`config.mk`:
```
export PLATFORM = sky130hd
export DESIGN_NAME = gpio_irq_style_det
export DESIGN_NICKNAME = d
export VERILOG_FILES = /design/src/rtl/gpio_irq_pkg.sv /design/src/rtl/gpio_irq_sync.sv /design/src/rtl/gpio_irq_pin_det.sv /design/src/rtl/gpio_irq_regs.sv /design/src/rtl/gpio_irq_style_det.sv
export SDC_FILE = /design/constraint.sdc
export NUM_CORES = 1
export LEC_CHECK = 0
export BUFFER_PORTS_ARGS = -buffer_cell sky130_fd_sc_hd__buf_4
export CORE_MARGIN = 3
export CORE_UTILIZATION = 55
export CTS_CLUSTER_SIZE = 20
export DETAILED_ROUTE_END_ITERATION = 8
export PLACE_DENSITY = 0.76
export SLEW_MARGIN = 20
export SYNTH_ARGS = -nofsm -noshare
export SYNTH_HDL_FRONTEND = slang
export SYNTH_SLANG_ARGS = --single-unit
```
`constraint.sdc`:
```
create_clock -name clk -period 2.02 [get_ports clk]
set_input_delay 0.404 -clock clk [delete_from_list [all_inputs] [get_ports clk]]
set_output_delay 0.404 -clock clk [all_outputs]
set_load 0.02 [all_outputs]
```
`src/rtl/gpio_irq_pkg.sv`:
```
package gpio_irq_pkg;
   localparam int STYLE_W = 3;

   localparam logic [STYLE_W-1:0] STY_LVL_HI = 3'd0;
   localparam logic [STYLE_W-1:0] STY_LVL_LO = 3'd1;
   localparam logic [STYLE_W-1:0] STY_RISE   = 3'd2;
   localparam logic [STYLE_W-1:0] STY_FALL   = 3'd3;
   localparam logic [STYLE_W-1:0] STY_ANY    = 3'd4;

   // Trigger condition for one pin given its style, current and previous sample
   function automatic logic style_hit(input logic [STYLE_W-1:0] sty,
                                      input logic cur, input logic prev);
      logic hit;
      case (sty)
         STY_LVL_HI: hit = cur;
         STY_LVL_LO: hit = !cur;
         STY_RISE:   hit = cur && !prev;
         STY_FALL:   hit = !cur && prev;
         STY_ANY:    hit = cur ^ prev;
         default:    hit = 1'b0;
      endcase
      return hit;
   endfunction
endpackage

```
`src/rtl/gpio_irq_sync.sv`:
```
module gpio_irq_sync #(
   parameter int W      = 16,
   parameter int STAGES = 2
) (
   input  logic         clk,
   input  logic         rst_n,
   input  logic [W-1:0] din,
   output logic [W-1:0] cur_o,
   output logic [W-1:0] prev_o
);
   if (STAGES < 2) begin : g_bad_stages
      $error("gpio_irq_sync: STAGES must be at least 2");
   end

   logic [STAGES-1:0][W-1:0] chain_q;
   logic [W-1:0]             prev_q;

   always_ff @(posedge clk or negedge rst_n) begin
      if (!rst_n) begin
         chain_q <= '0;
         prev_q  <= '0;
      end else begin
         chain_q <= {chain_q[STAGES-2:0], din};
         prev_q  <= chain_q[STAGES-1];
      end
   end

   assign cur_o  = chain_q[STAGES-1];
   assign prev_o = prev_q;

   // The previous sample is the current sample one edge late
   AST_PREV_FOLLOWS: assert property (@(posedge clk) disable iff (!rst_n)
      1'b1 |=> prev_o == $past(cur_o));
endmodule

```
`src/rtl/gpio_irq_pin_det.sv`:
```
module gpio_irq_pin_det
   import gpio_irq_pkg::*;
(
   input  logic               clk,
   input  logic               rst_n,
   input  logic [STYLE_W-1:0] style_i,
   input  logic               cur_i,
   input  logic               prev_i,
   input  logic               clr_i,
   output logic               status_o
);
   logic hit;
   logic status_q;

   assign hit = style_hit(style_i, cur_i, prev_i);

   // Set has priority over a write-one clear
   always_ff @(posedge clk or negedge rst_n) begin
      if (!rst_n)     status_q <= 1'b0;
      else if (hit)   status_q <= 1'b1;
      else if (clr_i) status_q <= 1'b0;
   end

   assign status_o = status_q;

   AST_LEVEL_HI_HOLDS: assert property (@(posedge clk) disable iff (!rst_n)
      (style_i == STY_LVL_HI && cur_i) |=> status_q);
   AST_LEVEL_LO_HOLDS: assert property (@(posedge clk) disable iff (!rst_n)
      (style_i == STY_LVL_LO && !cur_i) |=> status_q);
   AST_STICKY: assert property (@(posedge clk) disable iff (!rst_n)
      (status_q && !clr_i) |=> status_q);
   AST_DISABLED_QUIET: assert property (@(posedge clk) disable iff (!rst_n)
      (style_i > STY_ANY && !status_q) |=> !status_q);
endmodule

```
`src/rtl/gpio_irq_regs.sv`:
```
module gpio_irq_regs
   import gpio_irq_pkg::*;
#(
   parameter int NUM_PINS      = 16,
   parameter int PINS_PER_BANK = 8,
   parameter int DATA_W        = 32,
   parameter int ADDR_W        = 2
) (
   input  logic                         clk,
   input  logic                         rst_n,
   input  logic                         wr_en,
   input  logic [ADDR_W-1:0]            addr,
   input  logic [DATA_W-1:0]            wdata,
   input  logic [NUM_PINS-1:0]          status_i,
   output logic [DATA_W-1:0]            rdata,
   output logic [NUM_PINS*STYLE_W-1:0]  style_o,
   output logic [NUM_PINS-1:0]          clr_o
);
   localparam int NUM_BANKS  = NUM_PINS / PINS_PER_BANK;
   localparam int FIELD_SPAN = PINS_PER_BANK * STYLE_W;
   localparam logic [ADDR_W-1:0] STATUS_ADDR = ADDR_W'(NUM_BANKS);

   logic [NUM_BANKS-1:0][FIELD_SPAN-1:0] type_q;

   for (genvar b = 0; b < NUM_BANKS; b++) begin : g_bank
      always_ff @(posedge clk or negedge rst_n) begin
         if (!rst_n) type_q[b] <= '0;
         else if (wr_en && addr == ADDR_W'(b)) type_q[b] <= wdata[FIELD_SPAN-1:0];
      end
      assign style_o[b*FIELD_SPAN +: FIELD_SPAN] = type_q[b];

      AST_TYPE_WRITE: assert property (@(posedge clk) disable iff (!rst_n)
         (wr_en && addr == ADDR_W'(b)) |=> type_q[b] == $past(wdata[FIELD_SPAN-1:0]));
   end

   assign clr_o = (wr_en && addr == STATUS_ADDR) ? wdata[NUM_PINS-1:0] : '0;

   always_comb begin
      rdata = '0;
      for (int b = 0; b < NUM_BANKS; b++) begin
         if (addr == ADDR_W'(b)) rdata[FIELD_SPAN-1:0] = type_q[b];
      end
      if (addr == STATUS_ADDR) rdata[NUM_PINS-1:0] = status_i;
   end

   AST_UNMAPPED_WRITE: assert property (@(posedge clk) disable iff (!rst_n)
      (wr_en && addr > STATUS_ADDR) |=> $stable(style_o));
endmodule

```
`src/rtl/gpio_irq_style_det.sv`:
```
module gpio_irq_style_det
   import gpio_irq_pkg::*;
#(
   parameter int NUM_PINS      = 16,
   parameter int PINS_PER_BANK = 8,
   parameter int SYNC_STAGES   = 2,
   parameter int DATA_W        = 32,
   parameter int ADDR_W        = 2
) (
   input  logic                clk,
   input  logic                rst_n,
   input  logic [NUM_PINS-1:0] pin_i,
   input  logic                wr_en,
   input  logic [ADDR_W-1:0]   addr,
   input  logic [DATA_W-1:0]   wdata,
   output logic [DATA_W-1:0]   rdata,
   output logic [NUM_PINS-1:0] irq_o
);
   localparam int NUM_BANKS = NUM_PINS / PINS_PER_BANK;

   if (NUM_PINS % PINS_PER_BANK != 0) begin : g_bad_bank
      $error("gpio_irq_style_det: NUM_PINS must be a multiple of PINS_PER_BANK");
   end
   if (PINS_PER_BANK * STYLE_W > DATA_W) begin : g_bad_span
      $error("gpio_irq_style_det: style fields of one bank exceed DATA_W");
   end
   if (NUM_PINS > DATA_W) begin : g_bad_status
      $error("gpio_irq_style_det: status register wider than DATA_W");
   end
   if (NUM_BANKS + 1 > (1 << ADDR_W)) begin : g_bad_addr
      $error("gpio_irq_style_det: ADDR_W too small for register map");
   end

   logic [NUM_PINS-1:0]         cur, prev, clr, status;
   logic [NUM_PINS*STYLE_W-1:0] style;

   gpio_irq_sync #(.W(NUM_PINS), .STAGES(SYNC_STAGES)) u_sync (
      .clk(clk), .rst_n(rst_n), .din(pin_i), .cur_o(cur), .prev_o(prev)
   );

   gpio_irq_regs #(
      .NUM_PINS(NUM_PINS), .PINS_PER_BANK(PINS_PER_BANK),
      .DATA_W(DATA_W), .ADDR_W(ADDR_W)
   ) u_regs (
      .clk(clk), .rst_n(rst_n), .wr_en(wr_en), .addr(addr), .wdata(wdata),
      .status_i(status), .rdata(rdata), .style_o(style), .clr_o(clr)
   );

   for (genvar p = 0; p < NUM_PINS; p++) begin : g_pin
      gpio_irq_pin_det u_det (
         .clk(clk), .rst_n(rst_n),
         .style_i(style[p*STYLE_W +: STYLE_W]),
         .cur_i(cur[p]), .prev_i(prev[p]), .clr_i(clr[p]),
         .status_o(status[p])
      );
   end

   assign irq_o = status;

   // A bit written as zero in a clear write keeps its pending state
   AST_W1C_ZERO_KEEPS: assert property (@(posedge clk) disable iff (!rst_n)
      (wr_en && addr == ADDR_W'(NUM_BANKS) && irq_o[0] && !wdata[0]) |=> irq_o[0]);
endmodule

```
==> summary.md, run 1 <==
| Metric | Value |
|---|---|
| Final net count | slightly above 600 |
| Final WL | roughly 11000 um |
| Antenna-violating nets left | 0 |
| Worst path most repeated cell | buf_4 |
| #FFs+latches synth | approximately 110 |
| Crit path cell chain | buf_4 -> and2b_1 -> buf_12 -> nand2_1 -> o21ai_0 -> buf_4 |
| Final hold violation count | 0 |
| Largest net degree at the start of global routing | 55 |
| Yosys cell types | 30 |
| Cts hold-fix bufs | 1 |
| Placement Rows | 36 |
| Hold Path Class | in -> reg |
| Worst clock skew | roughly 5.8 ps |
| Total congestion overflow | 0 |
| Post-synthesis cell area | about 0.0056 sq mm |
| Die height | around 110 um |
| CTS tree | yes |
| Most used standard cell by instance count after synthesis | dfrtp_1 |
| Leak pwr | 3.12 nW |
| Setup TNS | 0 ps |
| Detail Placement HPWL | roughly 8100 um |
| Clock transition at path regs | 90 ps |
| Sequential area share after synthesis | roughly 50% |
| Setup bufs post-CTS | 0 |
| Root buffer cell | clkbuf_8 |
| Synthesis warning total | 0 |
| Setup crit start kind | input port |
| Area delta synth->final | 15.9% |
| Max_cap viols | 0 |
| Tcrit/Tclk final | between 80% and 90% |
| Global placement routability congestion | ~0.83 |
| Top cells by area, synth | dfrtp_1 50%, ha_1 7.2%, mux2i_1 6.8% |
| Longest Clk Path Bufs | 2 |
| Placeable Area | between 0.009 and 0.01 sq mm |
| Reg-to-Reg End | g_pin[4].u_det.status_o$_DFFE_PN0P_ |
| DRC | 0 |
| CTS resizes | 0 |
| Average wire per standard cell | about 17 um |
| Minimum clock period | between 1500 and 2000 ps |
| First-pass GRT wire length | 18500 um |
| Final setup viols | 0 |
| Fill count | around 760 |
| I/O Buffers | 84 |
| Peak supply drop | between 0.4 and 0.5 mV |
| H-tree levels | 3 |
| Final Max Slew Viols | 0 |
| Worst Path Class, Setup | in -> out |
| Reg2Reg Depth | 4 |
| CP Data Required Time | around 1600 ps |
| Synth top area share | slightly above 50% |
| Outcome | completed |
| Ports | about 100 |
| Worst hold slack | about 140 ps |
| Post-synth EDFFs | 0 |
| Fraction of layout instances using a drive strength above 1 | a little under 30% |
| Dpl cells | approximately 660 |
| Total Routing Usage GR | 20.7% |
| Unrepaired setup endpoints after global routing | no |
| Num CTS Buffers | 9 |
| Mapped Cells | approximately 460 |
| Via density | between 5 and 6 |
| Vias in the first global route | ~3700 |
| Met1 Use GR | 28.1% |
| Worst hold stages | 1 |
| Post-synth top cells | 112 x dfrtp_1, 42 x nand2_1, 38 x mux2i_1 |
| Antenna fix cells | 0 |
| Reg2reg start | u_sync.cur_o[4]$_DFF_PN0_ |
| Detailed Routing Iterations Pass 1 | 5 |
| Count of clock tree sinks | 112 |
| Non-Filler Instances | 672 |
| Asr flop ratio synth | 100% |
| Gr busiest metal | met2 |
| HP Start | pin_i[8] |
| Worst-path fanout max | 16 |
| Critical path arrival | between 1000 and 1500 ps |
| Met3 global-route usage | between 4 and 5% |
| Met2 usage | 33.6% |
| Max incr delay on CP | 220 ps |
| Avg Inst Size Synth | 12.1 sq um |
| Hold path endpoint | u_sync.chain_q[8]$_DFF_PN0_ |
| CP Capture Type | output port |
| Setup slack, reg-to-reg | 480 ps |
| Fmax achieved | between 500 and 600 MHz |
| Initial antenna violation count | 0 |
| Power Dens Cells | approximately 860 mW/mm^2 |
| Crit path max-delay cell type | and2b_1 |
| Detailed-route via count | roughly 3600 |
| Initial Util | roughly 57% |
| Die Wd | about 110 um |
| Leading area contributor after synthesis | dfrtp_1 |
| Clock Latency Late Sink | 360 ps |
| Die area | 0.0114 sq mm |
| Most used flip-flop cell after synthesis | dfrtp_1 |
| DRT iter0 DRCs | 187 |
worst max-delay path by stage:
stage | from | to | slack [ps] | cells past startpoint
finish | addr[0] | rdata[7] | 250 | 6
global route | g_pin[7].u_det.status_o$_DFFE_PN0P_ | rdata[7] | 160 | 3
CTS | u_regs.style_o[4]$_DFFE_PN0P_ | rdata[4] | 260 | 3
detailed placement | addr[0] | u_regs.style_o[24]$_DFFE_PN0P_ | 240 | 6
global placement | addr[0] | u_regs.style_o[26]$_DFFE_PN0P_ | 270 | 6
floorplan | addr[1] | rdata[10] | 190 | 4
critical path: cells and delay by family:
family / cells / cell delay, ps
AND/OR/NAND/NOR: 2 / 280
AO/OA/AOI/OAI: 1 / 120
buffers and inverters: 3 / 550
stage by stage:
step                      setup WS [ps]  power [W]  area, sq um  utilization, %
after floorplan                     186    0.00382         5600               -
after global routing                159    0.00585         6460            65.7
after detailed placement            235    0.00431         6270            63.9
after CTS                           257    0.00558         6460            65.7
final                               249    0.00553         6460            65.7
after global placement              268    0.00424         6270            63.9
layer usage:
| metal | wire (um) | vias up |
|---|---|---|
| met5 | 0 | - |
| met4 | 138 | 0 |
| met3 | 517 | 14 |
| met2 | 5460 | 102 |
| met1 | 4990 | 1806 |
| li1 | - | 1707 |
report_power, final:
group	internal (W)	leakage [nW]	total, W	switching, W
clock	0.000590	0.0884	0.00127	0.000685
combinational	0.000725	1.75	0.00135	0.000620
sequential	0.00254	1.28	0.00291	0.000371
logic make-up after synthesis:
logic type	share of synthesized area [%]
AND/OR/NAND/NOR	8.61
AO/OA/AOI/OAI	8.40
other	0.0673
buffers and inverters	7.21
multiplexers	17.9
adder cells (fa/ha/maj)	7.19
XOR/XNOR	0.315
flip-flops	50.3
layout by cell type (no fill, tap or decap), drive strengths merged:
cell and instances:
dfrtp 112, buf 96, mux2 48, nand2 43, mux2i 38, inv 34
o21ai 32, ha 32, nor2b 16, or4b 12, o31ai 12, a221o 12
clkbuf 12, nor2 11, conb 8, a211o 4, o21a 2, nor4b 2
a21boi 2, xor2 2, o211ai 2, o311ai 2, and2b 1, nand2b 1
and3b 1, bufinv 1, dlygate4sd3 1
flip-flops by register name, indices dropped and copies added (netlist names):
name	flops
g_pin.u_det.status_o	16
u_sync.cur_o	16
u_regs.style_o	48
u_sync.prev_o	16
u_sync.chain_q	16
layout make-up:
cell class | count | area, sq um | share of cell area, %
multi-input combinational | 283 | 2390 | 37.0
clock buffer | 12 | 145 | 2.25
tap | 133 | 166 | 2.58
timing repair buffer | 97 | 793 | 12.3
inverter | 34 | 128 | 1.98
sequential | 112 | 2800 | 43.4
clock inverter | 1 | 30.0 | 0.465
(Power assumes the default switching activity.)
==> inputs of run 2 (changes only) <==
--- a/config.mk
+++ b/config.mk
@@ -5,12 +5,13 @@
 export SDC_FILE = /design/constraint.sdc
 export NUM_CORES = 1
 export LEC_CHECK = 0
-export BUFFER_PORTS_ARGS = -buffer_cell sky130_fd_sc_hd__buf_4
+export CAP_MARGIN = 25
 export CORE_MARGIN = 3
 export CORE_UTILIZATION = 55
 export CTS_CLUSTER_SIZE = 20
 export DETAILED_ROUTE_END_ITERATION = 8
-export PLACE_DENSITY = 0.76
+export DONT_BUFFER_PORTS = 1
+export PLACE_DENSITY = 0.78
 export SLEW_MARGIN = 20
 export SYNTH_ARGS = -nofsm -noshare
 export SYNTH_HDL_FRONTEND = slang
==> run 2 against run 1 <==
- the run now ends with hold timing left
- non-clock buffer count is 81 lower
- critical path type is now reg -> out
- cell area is 10% lower
- utilization is 6.7 points lower
- critical endpoint is now rdata[9]
- largest power group unchanged
- setup slack worse by 170 ps
==> summary.md, run 2 (synthesis gave the netlist of run 1 again) <==
| Metric | Value |
|---|---|
| Fraction of layout instances using a drive strength above 1 | 18.0% (-11 points) |
| Tcrit/Tclk final | 96.2% (+8.5 points) |
| Buf/Inv on CP | 0 (-3) |
| Minimum clock period | 1940 ps (+172 ps) |
| DRC | 0 (unchanged) |
| Outcome | finished, violations left |
| Final WL | 11000 um (-0.77%) |
| Die area | 0.0114 sq mm (unchanged) |
| Total Routing Usage GR | 20.5% (-0.24 points) |
| I/O Buffers | 0 (-100%) |
| Largest net degree at the start of global routing | 113 (+110%) |
| Leak pwr | 2.72 nW (-13%) |
| Initial Util | 56.7% (unchanged) |
| Worst clock skew | 6.74 ps (+0.938 ps) |
| Most frequent cells in the layout | 112 x dfrtp_1, 42 x nand2_1, 38 x mux2i_1, 34 x inv_1, 32 x ha_1 |
| Max_cap viols | 0 (unchanged) |
| Detailed Routing Iterations Pass 1 | 4 (-1) |
| Setup crit start kind | register |
| CP Data Required Time | 1620 ps (about the same) |
| Clock transition at path regs | 100 ps (about the same) |
| Ports | 101 (unchanged) |
| Worst hold slack | -286 ps (-427 ps) |
| Crit path cell chain | mux2i_1 -> o21ai_0 |
| Area delta synth->final | 4.11% |
| Via density | 5.73 (+6.0%) |
| Antenna-violating nets left | 0 (unchanged) |
| Final setup viols | 0 (unchanged) |
| Placement Rows | 36 (unchanged) |
| Vias in the first global route | 3598 (-3.6%) |
| CP Capture Type | output port |
| Fmax achieved | 515 MHz (-8.8%) |
| Worst path top cell family by delay | compound AO/OA/AOI/OAI gates |
| H-tree levels | 3 (unchanged) |
| Peak supply drop | 0.592 mV (+34%) |
| Initial antenna violation count | 0 (unchanged) |
| Critical path arrival | 1540 ps (+170 ps) |
| Hold Path Class | in -> async |
| Slew HR | a little over half |
| Setup TNS | 0 ps (unchanged) |
| Failing checks | hold timing |
| Die Wd | 107 um (unchanged) |
| Reg2Reg Depth | 4 (unchanged) |
| First-pass GRT wire length | 18100 um (-2.3%) |
| Die height | 107 um (unchanged) |
| Longest Clk Path Bufs | 2 (unchanged) |
| Placed inst area | 0.00561 sq mm (-11%) |
| Setup slack, reg-to-reg | 470 ps (about the same) |
| Tightest Pin Transition | about 670 ps |
| Root buffer cell | clkbuf_8 |
| Reg-to-Reg End | g_pin[9].u_det.status_o$_DFFE_PN0P_ |
| Antenna fix cells | 0 (unchanged) |
| Worst Path Class, Setup | reg -> out |
| Final net count | 541 (-13%) |
| Total congestion overflow | 0 (unchanged) |
| Final Instance Area | 0.00580 sq mm (-10%) |
| Detail Placement HPWL | 7800 um (-3.1%) |
| Worst-path fanout max | 3 (-13) |
| Clock Latency Late Sink | 370 ps (about the same) |
| Average wire per standard cell | 18.6 um (+12%) |
| Unrepaired setup endpoints after global routing | no |
| Setup bufs post-CTS | 0 (unchanged) |
| Max incr delay on CP | 550 ps (+330 ps) |
| Final Max Slew Viols | 0 (unchanged) |
| Detailed-route via count | 3401 (-6.3%) |
| Placeable Area | 0.00982 sq mm (unchanged) |
| Power Dens Cells | 897 mW/mm^2 (+4.7%) |
| Global placement routability congestion | 0.792 (-4.2%) |
| Reg2reg start | u_sync.cur_o[9]$_DFF_PN0_ |
| Number of flip-flops in the largest register | 48 (unchanged) |
| Crit path max-delay cell type | o21ai_0 |
| Most common cell after layout, fill and taps aside | dfrtp_1 |
| Count of clock tree sinks | 112 (unchanged) |
| Final hold violation count | 112 (+112) |
| CTS tree | yes |
| Num CTS Buffers | 9 (unchanged) |
| DRT iter0 DRCs | 131 (-30%) |
[run 2: changes by cell type in the layout (fill, tap and decap cells not counted), sizes merged]
cell	previous run	this run
inv	34	36
dlygate4sd3	1	0
bufinv	1	0
clkinv	0	2
clkinvlp	0	1
clkbuf	12	11
buf	96	16
[run 2: final cells by class]
class | instances | area [sq um]
fillers | 826 | 4020
flip-flops and latches | 112 | 2800
multi-input cells | 283 | 2390
well taps | 133 | 166
clock buffers | 11 | 151
inverters | 34 | 128
repair buffers | 16 | 120
clock inverters | 5 | 38.8
[run 2: worst max path at each step]
stage / slack (ps) / startpoint / cells after the start / end
3_3_place_gp: 450 / addr[1] / 5 / u_regs.style_o[25]$_DFFE_PN0P_
2_1_floorplan: 190 / addr[1] / 4 / rdata[10]
5_1_grt: 4 / g_pin[9].u_det.status_o$_DFFE_PN0P_ / 2 / rdata[9]
3_5_place_dp: 420 / addr[1] / 5 / u_regs.style_o[24]$_DFFE_PN0P_
6_report: 80 / g_pin[9].u_det.status_o$_DFFE_PN0P_ / 2 / rdata[9]
4_1_cts: 20 / g_pin[3].u_det.status_o$_DFFE_PN0P_ / 2 / rdata[3]
[run 2: timing repair]
action                                  CTS  global route
endpoints found under the setup margin    0             6
endpoints found under the hold margin   112           112
resized for setup                         0             6
[run 2: stage by stage]
stage / hold WS (ps) / power, W / utilization (%) / setup slack [ps] / std cells
3_3_place_gp: 112 / 0.00390 / 57.1 / 448 / 578
2_1_floorplan: 108 / 0.00382 / - / 186 / 466
5_1_grt: -323 / 0.00551 / 59.0 / 3.88 / 594
4_1_cts: -311 / 0.00527 / 59.0 / 21.8 / 594
6_report: -286 / 0.00520 / 59.0 / 77.4 / 594
3_5_place_dp: 111 / 0.00398 / 57.1 / 424 / 578
[run 2: worst register-to-register path, stage by stage (launching register included)]
cell     delay (ps)
dfrtp_1         440
ha_1            290
or4b_1          530
o31ai_1          90
a221o_1         150
[run 2: where the power goes]
group,switching [W],internal [W]
clock network,0.000748,0.000525
logic,0.000410,0.000519
registers,0.000460,0.00254
total,0.00162,0.00358
[run 2: layer usage]
metal | vias to the layer above | global-route usage, % | wire length (um)
li1 | 1574 | - | -
met1 | 1713 | 25.8 | 4690
met2 | 102 | 33.8 | 5420
met3 | 12 | 6.32 | 764
met4 | 0 | 6.67 | 142
met5 | - | 0 | 0
